**config.mk**
```make
export PLATFORM = sky130hd
export DESIGN_NAME = int2fp_norm
export DESIGN_NICKNAME = d
export VERILOG_FILES = /design/src/rtl/int2fp_pkg.sv /design/src/rtl/int2fp_stage.sv /design/src/rtl/int2fp_pack.sv /design/src/rtl/int2fp_norm.sv
export SDC_FILE = /design/constraint.sdc
export NUM_CORES = 1
export LEC_CHECK = 0
export BUFFER_PORTS_ARGS = -buffer_cell sky130_fd_sc_hd__clkbuf_2
export CORE_MARGIN = 2
export CORE_UTILIZATION = 52
export DETAILED_ROUTE_END_ITERATION = 12
export HOLD_SLACK_MARGIN = 0.12
export PLACE_DENSITY = 0.84
export SETUP_SLACK_MARGIN = 0.05
export SLEW_MARGIN = 20
export SYNTH_ARGS = -nofsm -noshare
export SYNTH_HDL_FRONTEND = slang
export SYNTH_SLANG_ARGS = --single-unit
```
**constraint.sdc**
```tcl
create_clock -name clk -period 1.75 [get_ports clk]
set_input_delay 0.175 -clock clk [delete_from_list [all_inputs] [get_ports clk]]
set_output_delay 0.175 -clock clk [all_outputs]
set_load 0.03 [all_outputs]
```
**src/rtl/int2fp_pkg.sv**
```systemverilog
package int2fp_pkg;

  // Left-shift amount used by stage k (stage 0 shifts the most).
  function automatic int stage_shift(input int exp_w, input int k);
    return 1 << (exp_w - 1 - k);
  endfunction

  // Exponent bit that stage k's decision drives (stage 0 is the MSB).
  function automatic int stage_bit(input int exp_w, input int k);
    return exp_w - 1 - k;
  endfunction

endpackage

```
**src/rtl/int2fp_stage.sv**
```systemverilog
module int2fp_stage #(
  parameter int W     = 27,
  parameter int SH    = 8,
  parameter int EXP_W = 4,
  parameter int DBIT  = 3,
  parameter bit REG   = 1'b1
) (
  input  logic             clk,
  input  logic             rst,
  input  logic             i_vld,
  input  logic [W-1:0]     i_word,
  input  logic [EXP_W-1:0] i_dec,
  output logic             o_vld,
  output logic [W-1:0]     o_word,
  output logic [EXP_W-1:0] o_dec
);

  logic             take;
  logic [W-1:0]     nxt_word;
  logic [EXP_W-1:0] nxt_dec;

  // Shift when the top SH bits hold no set bit.
  always_comb begin
    take     = ~|i_word[W-1 -: SH];
    nxt_word = take ? (i_word << SH) : i_word;
    nxt_dec  = i_dec | (EXP_W'(take) << DBIT);
  end

  generate
    if (REG) begin : g_reg
      always_ff @(posedge clk) begin
        if (rst) o_vld <= 1'b0;
        else     o_vld <= i_vld;
      end
      always_ff @(posedge clk) begin
        o_word <= nxt_word;
        o_dec  <= nxt_dec;
      end
    end else begin : g_comb
      assign o_vld  = i_vld;
      assign o_word = nxt_word;
      assign o_dec  = nxt_dec;
    end
  endgenerate

endmodule

```
**src/rtl/int2fp_pack.sv**
```systemverilog
module int2fp_pack #(
  parameter int MANT_W = 12,
  parameter int EXP_W  = 4
) (
  input  logic [MANT_W-1:0]       top_bits,
  input  logic [EXP_W-1:0]        dec,
  output logic [EXP_W+MANT_W-1:0] word
);

  // A taken shift lowers the exponent, so the exponent is the inverted decision vector.
  assign word = {~dec, top_bits};

endmodule

```
**src/rtl/int2fp_norm.sv**
```systemverilog
module int2fp_norm #(
  parameter int MANT_W   = 12,
  parameter int EXP_W    = 4,
  parameter bit PIPELINE = 1'b1,
  localparam int IN_W    = MANT_W + (1 << EXP_W) - 1,
  localparam int OUT_W   = EXP_W + MANT_W
) (
  input  logic             clk,
  input  logic             rst,
  input  logic             in_valid,
  input  logic [IN_W-1:0]  in_data,
  output logic             out_valid,
  output logic [OUT_W-1:0] out_data
);
  import int2fp_pkg::*;

  logic             vld_s  [EXP_W+1];
  logic [IN_W-1:0]  word_s [EXP_W+1];
  logic [EXP_W-1:0] dec_s  [EXP_W+1];

  assign vld_s[0]  = in_valid;
  assign word_s[0] = in_data;
  assign dec_s[0]  = '0;

  for (genvar k = 0; k < EXP_W; k++) begin : g_stage
    int2fp_stage #(
      .W    (IN_W),
      .SH   (stage_shift(EXP_W, k)),
      .EXP_W(EXP_W),
      .DBIT (stage_bit(EXP_W, k)),
      .REG  (PIPELINE)
    ) u_stage (
      .clk   (clk),
      .rst   (rst),
      .i_vld (vld_s[k]),
      .i_word(word_s[k]),
      .i_dec (dec_s[k]),
      .o_vld (vld_s[k+1]),
      .o_word(word_s[k+1]),
      .o_dec (dec_s[k+1])
    );
  end

  int2fp_pack #(.MANT_W(MANT_W), .EXP_W(EXP_W)) u_pack (
    .top_bits(word_s[EXP_W][IN_W-1 -: MANT_W]),
    .dec     (dec_s[EXP_W]),
    .word    (out_data)
  );

  assign out_valid = vld_s[EXP_W];

endmodule

```
==> reports/results.ini <==
[outcome]
status = complete, no violations

[finish]
layout_commonest_cell = dfxtp_1
final_cell_mix = dfxtp_1, clkbuf_2, mux2_2
design_area_sq_um = 3020
fillCellCount = 266
register_area_sq_um = 1460
n_antenna_cell = 0
drive_gt1_share_pct = 46.3
multi_input_area_sq_um = 728
layout.nets = 269
syn2layout_area_growth_pct = 33.3

[power]
powerDensity_nw_per_um2 = 1090
ir_worst_vdd_v = 0.000470
total_power_w = 0.00328
p_leak_nw = 1.38

[worst_setup_path]
cp-end-kind = flip-flop
startpoint_type = input port
crit_fanout = 11
cp.arrival_ns = 1.91
critPathRequiredTime_ns = 1.97
path_class = input port to flip-flop

[yosys]
synth_top_cell_by_area = dfxtp_1
syn_area_sq_um = 2260
synth_nets = 184
seq_area_frac_synth_pct = 64.6
synthTopCellsByArea = dfxtp_1, mux2_2, mux2_4, a21o_1, inv_1
ys_warn_count = 0
synth_mux_area_share_pct = 23.2
ys_ff_latch = 73
synth_top_family_by_area = multiplexers
synth_top_cell_area_share_pct = 64.6
syn_inst = 154
synth_compound_area_share_pct = 4.81
syn_area_per_cell_sq_um = 14.7
yosys.area_share.simple_pct = 4.15
synth_fa_ha_area_share_pct = 0
synth_xor_area_share_pct = 0
synth_cell_type_count = 19

[global_route]
grtUsageTotal_pct = 16.0
grt-ovfl-total = 0
grt_max_degree = 17
antenna_found_initial = 0
grt_pass1_vias = 1370
grt_pass1_wl_microns = 5930

[sta]
fin_setup_tns_ns = 0
fin_skew_ns = 0.00449
fin_crit_ns = 1.69
relSlewSlack_pct = 69.0
tightest_slew_ns = 0.464
fmax_mhz = 592
rsz0062_at_grt = no
finalSetupViolCount = 0
final_hold_viol_count = 0
min_period_over_period_pct = 96.6
slew_violations = 0

[clock_tree]
clk_latency_ns = 0.33
cts.path.max_buffers = 2
clk_pin_slew_ns = 0.07
clock-root-buffer = clkbuf_8
htreeDepth = 3
numCtsBuffers = 9
cts_sinks = 73
cts_tree = done

[floorplanning]
die_w_microns = 70.0
io_pins = 47
row_count = 23
core-area_sq_um = 4090
die_h_microns = 70.0
dieArea_sq_um = 4900
initial_core_util_pct = 55.4

[routing]
viasPerCell = 4.52
ant_nets = 0
wire_per_inst_microns = 11.8
drtPass1Iterations = 4
vias = 1330
drt_first_iter_violations = 38
wl_microns = 3460
drc = 0

[job]
maxCapViolations = 0

[placed_design]
portBuffers = 46
globalplace.congestion = 0.695
placed_cell_area_sq_um = 2540

[worst_hold_path]
worstHoldPathType = input port to flip-flop

registers in the layout (all words and copies together) (netlist names):
register / count
g_stage.u_stage.o_dec: 10
g_stage.u_stage.o_vld: 4
g_stage.u_stage.o_word: 59
power breakdown:
group          leakage [nW]  internal (W)  switching, W
registers             0.612       0.00178     0.0000483
logic                 0.671      0.000188      0.000158
clock network        0.0932      0.000585      0.000522
total                  1.38       0.00256      0.000728
area by class of cell:
cell class              count  area share, %
repair buffers             79           18.7
multi-input cells          69           24.1
clock buffers              13           5.27
flip-flops and latches     73           48.4
inverters                   7          0.871
well taps                  50           2.07
clock inverters             3          0.498
per-layer routing:
metal | track usage, % | vias up | part of all wire [%]
li1 | - | 696 | -
met1 | 16.1 | 574 | 41
met2 | 26.9 | 52 | 49
met3 | 6.93 | 8 | 7.1
met4 | 10.3 | 0 | 2.9
met5 | 0 | - | 0
final timing paths:
kind	slack (ns)	startpoint	end	cells past startpoint
max reg2reg	0.43	g_stage[0].u_stage.o_word[24]	g_stage[1].u_stage.o_word[22]	3
max	0.06	in_data[26]	g_stage[0].u_stage.o_word[10]	6
min reg2reg	0.33	g_stage[2].u_stage.o_dec[1]	g_stage[3].u_stage.o_dec[1]	0
min	0.29	in_data[20]	g_stage[0].u_stage.o_dec[3]	4
timing repair:
item | 4_1_cts | 5_1_grt
endpoints found under the setup margin | 0 | 11
endpoints found under the hold margin | 23 | 0
resized for setup | 0 | 3
buffers inserted | 0 | 1
hold buffers | 29 | 0
synthesized netlist by cell type:
cell type   n
a21o_1     12
buf_2       1
mux2_4     11
o21ai_0     2
nor2b_1     4
inv_1       7
nand2_1     1
buf_1       1
buf_6       1
nor4_4      1
mux2_2     32
buf_4       1
buf_12      1
or4_4       2
dfxtp_1    73
or2_2       1
nor2_1      1
a21o_2      1
nor2_4      1
metrics by stage:
stage / hold slack (ns) / cells / utilization, % / setup WS (ns)
2_1_floorplan: 0.247 / 154 / - / 0.331
3_3_place_gp: 0.311 / 249 / 62.1 / 0.210
3_5_place_dp: 0.312 / 249 / 62.1 / 0.190
4_1_cts: 0.303 / 294 / 73.5 / 0.0613
5_1_grt: 0.274 / 294 / 73.8 / 0.0460
6_report: 0.288 / 294 / 73.8 / 0.0596
kinds of logic after synthesis:
logic type | count (synthesis)
AND/OR/NAND/NOR | 11
flip-flops | 73
multiplexers | 43
buffers and inverters | 12
AO/OA/AOI/OAI | 15
worst max-delay path, stage by stage:
cell           delay [ns]
dlygate4sd3_1        0.57
clkbuf_2             0.13
or4_4                0.43
nor2_4               0.14
buf_8                0.16
mux2_4               0.30
Power figures use the tool's default switching activity.
